File: src/rtl/hvdec_pkg.sv
package hvdec_pkg;

  typedef enum logic [1:0] {
    FLIP_NONE = 2'd0,
    FLIP_UP   = 2'd1,
    FLIP_DOWN = 2'd2
  } sign_flip_e;

  function automatic sign_flip_e sign_flip(input logic old_msb, input logic new_msb);
    if (!old_msb && new_msb)      return FLIP_UP;
    else if (old_msb && !new_msb) return FLIP_DOWN;
    else                          return FLIP_NONE;
  endfunction

endpackage

File: src/rtl/hvdec_tick_gen.sv
module hvdec_tick_gen #(
  parameter int TICK_DIV = 32
) (
  input  logic clk,
  input  logic rst_n,
  output logic tick
);
  generate
    if (TICK_DIV <= 1) begin : g_every
      logic run_q;
      always_ff @(posedge clk) begin
        if (!rst_n) run_q <= 1'b0;
        else        run_q <= 1'b1;
      end
      assign tick = run_q;
    end else begin : g_div
      localparam int DIV_W = $clog2(TICK_DIV);
      localparam logic [DIV_W-1:0] LAST = DIV_W'(TICK_DIV - 1);
      logic [DIV_W-1:0] div_q;
      always_ff @(posedge clk) begin
        if (!rst_n)            div_q <= '0;
        else if (div_q == LAST) div_q <= '0;
        else                   div_q <= div_q + DIV_W'(1);
      end
      assign tick = (div_q == LAST);
    end
  endgenerate
endmodule

File: src/rtl/hvdec_counter.sv
module hvdec_counter #(
  parameter int CNT_W = 32,
  parameter logic [CNT_W-1:0] RST_VAL = {1'b0, {(CNT_W-1){1'b1}}}
) (
  input  logic             clk,
  input  logic             rst_n,
  input  logic             tick,
  input  logic             wr_en,
  input  logic [CNT_W-1:0] wr_data,
  output logic [CNT_W-1:0] cnt_q,
  output logic [CNT_W-1:0] cnt_d
);
  function automatic logic [CNT_W-1:0] step_down(input logic [CNT_W-1:0] v);
    return v - CNT_W'(1);
  endfunction

  always_comb begin
    if (wr_en)     cnt_d = wr_data;
    else if (tick) cnt_d = step_down(cnt_q);
    else           cnt_d = cnt_q;
  end

  always_ff @(posedge clk) begin
    if (!rst_n) cnt_q <= RST_VAL;
    else        cnt_q <= cnt_d;
  end
endmodule

File: src/rtl/hvdec_exc_ctrl.sv
module hvdec_exc_ctrl
  import hvdec_pkg::*;
#(
  parameter bit CLR_AT_SYNC = 1'b1
) (
  input  logic clk,
  input  logic rst_n,
  input  logic cur_msb,
  input  logic nxt_msb,
  input  logic ack,
  input  logic sync_event,
  output logic exc,
  output logic set_evt,
  output logic drop_evt
);
  sign_flip_e flip;
  assign flip    = sign_flip(cur_msb, nxt_msb);
  assign set_evt = (flip == FLIP_UP);

  generate
    if (CLR_AT_SYNC) begin : g_sync_clr
      assign drop_evt = sync_event && !cur_msb;
    end else begin : g_fast_clr
      assign drop_evt = (flip == FLIP_DOWN);
    end
  endgenerate

  always_ff @(posedge clk) begin
    if (!rst_n)                exc <= 1'b0;
    else if (set_evt)          exc <= 1'b1;
    else if (ack || drop_evt)  exc <= 1'b0;
  end
endmodule

File: src/rtl/hv_dec_timer.sv
module hv_dec_timer #(
  parameter int CNT_W       = 32,
  parameter int TICK_DIV    = 32,
  parameter bit CLR_AT_SYNC = 1'b1
) (
  input  logic             clk,
  input  logic             rst_n,
  input  logic             wr_en,
  input  logic [CNT_W-1:0] wr_data,
  input  logic             rd_en,
  output logic [CNT_W-1:0] rd_data,
  input  logic             ack,
  input  logic             sync_event,
  output logic             tick_o,
  output logic             exc_o
);
  localparam int MSB = CNT_W - 1;

  logic [CNT_W-1:0] cnt_q;
  logic [CNT_W-1:0] cnt_d;
  logic             set_evt;
  logic             drop_evt;

  hvdec_tick_gen #(.TICK_DIV(TICK_DIV)) u_tick (
    .clk(clk), .rst_n(rst_n), .tick(tick_o)
  );

  hvdec_counter #(.CNT_W(CNT_W)) u_cnt (
    .clk(clk), .rst_n(rst_n), .tick(tick_o), .wr_en(wr_en),
    .wr_data(wr_data), .cnt_q(cnt_q), .cnt_d(cnt_d)
  );

  hvdec_exc_ctrl #(.CLR_AT_SYNC(CLR_AT_SYNC)) u_exc (
    .clk(clk), .rst_n(rst_n), .cur_msb(cnt_q[MSB]), .nxt_msb(cnt_d[MSB]),
    .ack(ack), .sync_event(sync_event), .exc(exc_o),
    .set_evt(set_evt), .drop_evt(drop_evt)
  );

  always_ff @(posedge clk) begin
    if (!rst_n)     rd_data <= '0;
    else if (rd_en) rd_data <= cnt_q;
  end
endmodule

File: config.mk
export PLATFORM = sky130hd
export DESIGN_NAME = hv_dec_timer
export DESIGN_NICKNAME = d
export VERILOG_FILES = /design/src/rtl/hvdec_pkg.sv /design/src/rtl/hvdec_tick_gen.sv /design/src/rtl/hvdec_counter.sv /design/src/rtl/hvdec_exc_ctrl.sv /design/src/rtl/hv_dec_timer.sv
export SDC_FILE = /design/constraint.sdc
export NUM_CORES = 1
export LEC_CHECK = 0
export ABC_AREA = 1
export CORE_ASPECT_RATIO = 0.75
export CORE_MARGIN = 2
export CORE_UTILIZATION = 53
export CTS_BUF_LIST = sky130_fd_sc_hd__clkbuf_16
export DETAILED_ROUTE_END_ITERATION = 7
export PLACE_DENSITY_LB_ADDON = 0.2
export SETUP_SLACK_MARGIN = 0.3
export SLEW_MARGIN = 20
export SYNTH_ARGS = -nofsm -noshare
export SYNTH_HDL_FRONTEND = slang
export SYNTH_HIERARCHICAL = 1
export SYNTH_SLANG_ARGS = --single-unit
File: constraint.sdc
create_clock -name clk -period 2.15 [get_ports clk]
set_input_delay 0.43 -clock clk [delete_from_list [all_inputs] [get_ports clk]]
set_output_delay 0.43 -clock clk [all_outputs]
set_load 0.05 [all_outputs]
==> flow_metrics.env <==
export IMPL_status="finished clean"
export IMPL_dp_hpwl_um=7210
export IMPL_first_iter_violations=253
export IMPL_final_common_cell="sky130_fd_sc_hd__nand2_1"
export IMPL_synth_cells=585
export IMPL_antenna_cells_inserted=0
export IMPL_fillCellCount=567
export IMPL_min_period_over_period_pct=92.3
export IMPL_critical_path_cell_count=7
export IMPL_critPathKind="reg2out"
export IMPL_startpoint_types="flip-flop"
export IMPL_floorplan_core_area_um2=6800
export IMPL_gpl_final_weighted_congestion=0.885
export IMPL_drive_above_1_share_pct=15.2
export IMPL_endpoint="tick_o"
export IMPL_cp_num_buf_inv=3
export IMPL_grt_pass1_wl_um=16600
export IMPL_worst_path_largest_cell_delay_ns=0.36
export IMPL_power_ir_vdd_worst_mv=0.566
export IMPL_cp_data_arrival_time_ns=1.55
export IMPL_netlist_area_um2=3720
export IMPL_design_portCount=72
export IMPL_worst_hold_path_type="reg2reg"
export IMPL_finish_instance_area_um2=5080
export IMPL_final_nets=713
export IMPL_first_global_vias=3519
export IMPL_route_detailed_wl_per_inst_um=13.8
export IMPL_worst_path_cell_trace="ha_4 -> nand2_4 -> nor2_4 -> ha_4 -> buf_6 -> buf_6 -> buf_12"
export IMPL_regToRegStartpoint="u_tick/g_div.div_q[0]"
export IMPL_place_port_buffers=71
export IMPL_rsz0062_at_grt="yes"
export IMPL_capturing_point_of_the_worst_reg2reg_path="u_exc/exc"
export IMPL_first_pass_iters=5
export IMPL_grt_total_usage_pct=27.4
export IMPL_clk_insertion_delay_late_ns=0.33
export IMPL_maxSlewHeadroom_pct=63.8
export IMPL_worstRegToRegCells=16
export IMPL_leading_cell_types_in_the_layout_fill_and_taps_excluded="sky130_fd_sc_hd__nand2_1, sky130_fd_sc_hd__nor2_1, sky130_fd_sc_hd__inv_1"
export IMPL_grt_max_degree=43
export IMPL_chipWidth_um=101
export IMPL_placed_area_um2=4510
export IMPL_dieHeight_um=76.6
export IMPL_area_growth_pct=36.5
export IMPL_slowest_stage_cell_on_the_critical_path="sky130_fd_sc_hd__dfxtp_4"
export IMPL_timing_critical_path_from="u_tick/g_div.div_q[0]"
export IMPL_floorplan_rows=26
export IMPL_initial_utilization_pct=54.8
export IMPL_vias=3886
export IMPL_cts_clk_slew_worst_paths_ns=0.05
export IMPL_synth_avg_cell_area_um2=6.37
export IMPL_setup_viol=0
export IMPL_post_layout_utilization_of_the_core_pct=74.8
export IMPL_die_area_um2=7720
export IMPL_regToRegSetupSlack_ns=0.20
export IMPL_via_per_inst=5.11
export IMPL_post_cts_hold_buffer_count=0
export IMPL_fmax_mhz=504
export IMPL_critical_path_top_delay_family="flip-flops"
export IMPL_drt_total_wl_um=10500
export IMPL_cts_inserted_buffers=9
export IMPL_finish_cell_count_without_fillers=761
export IMPL_fin_total_pwr_mw=3.65
export IMPL_numPlacedInstances=726
export IMPL_cts_sinks=70
export IMPL_synth_net_count=626
export IMPL_drv_cap=0
export IMPL_postRouteAntennaNets=0
export IMPL_antenna_found_initial=0
export IMPL_clock_tree_from_tritoncts="yes"
export IMPL_clk_path_buf_depth=2
export IMPL_static_leakage_power_nw=2.61
export IMPL_worst_slew_pin_transition_ns=0.545
export IMPL_globalRoute_totalOverflow=0
export IMPL_yosysWarningCount=6
export IMPL_final_min_clock_period_ns=1.98
export IMPL_timing_clock_skew_ns=0.00681
export IMPL_power_density_nw_per_um2=718
export IMPL_final_hold_viol_count=0
export IMPL_cts_root_buf="sky130_fd_sc_hd__clkbuf_16"
export IMPL_critPathCaptureType="output pin"
export IMPL_number_of_max_slew_violations_in_the_final_report=0
export IMPL_critPathRequiredTime_ns=1.72
export IMPL_setup_tns_final_ns=0
export IMPL_drc=0
export IMPL_cts_max_level=3
export IMPL_crit_fanout=5
## flip-flops by register name (all words and copies together) (netlist names)
register and cells:
rd_data 32, u_cnt/cnt_q 32, u_exc/exc 1, u_tick/g_div.div_q 5
## layer usage
| metal | vias up | wire length (um) | track usage, % |
|---|---|---|---|
| li1 | 1960 | - | - |
| met1 | 1743 | 4870 | 38.1 |
| met2 | 161 | 4650 | 42.3 |
| met3 | 22 | 739 | 5.69 |
| met4 | 0 | 220 | 8.77 |
| met5 | - | 0 | 0 |
## area by class of cell
class,instances,area [um2],share of cell area [%]
multi-input cells,403,2020,39.8
flip-flops and latches,70,1410,27.7
repair buffers,97,888,17.5
inverters,91,347,6.82
clock buffers,9,225,4.43
well taps,84,105,2.07
clock inverters,7,88.8,1.75
## worst min-delay path by stage
stage | from | endpoint | slack, ns | depth (start not counted)
after global routing | rd_data[23] | rd_data[23] | 0.48 | 2
after floorplan | u_tick/g_div.div_q[0] | u_tick/g_div.div_q[0] | 0.43 | 1
after CTS | rst_n | u_cnt/cnt_q[31] | 0.45 | 3
after detailed placement | rd_data[31] | rd_data[31] | 0.46 | 2
final | rd_data[23] | rd_data[23] | 0.46 | 2
after global placement | u_tick/g_div.div_q[0] | u_tick/g_div.div_q[0] | 0.44 | 1
## tightest hold or removal path: stages, from the launching register on
cell	delay, ns
sky130_fd_sc_hd__dfxtp_1	0.30
sky130_fd_sc_hd__nor2_1	0.08
sky130_fd_sc_hd__nor2_1	0.05
## per-stage QoR
step           setup slack [ns]  hold slack, ns
2_1_floorplan             0.212           0.432
6_report                  0.167           0.465
5_1_grt                  0.0962           0.480
3_3_place_gp              0.208           0.439
4_1_cts                   0.263           0.455
3_5_place_dp              0.113           0.462
## power by group
part / leakage (nW) / switching (mW) / internal (mW) / total (mW)
Clock: 0.149 / 0.562 / 1.01 / 1.57
Sequential: 0.584 / 0.0779 / 1.39 / 1.47
Combinational: 1.88 / 0.398 / 0.216 / 0.614
Total: 2.61 / 1.04 / 2.61 / 3.65
## what timing repair did
item	CTS	global route
pin swaps	4	27
setup endpoints to repair	48	26
setup buffers	7	12
resized for setup	35	42
Note: power is estimated with default switching activity, not from simulation.
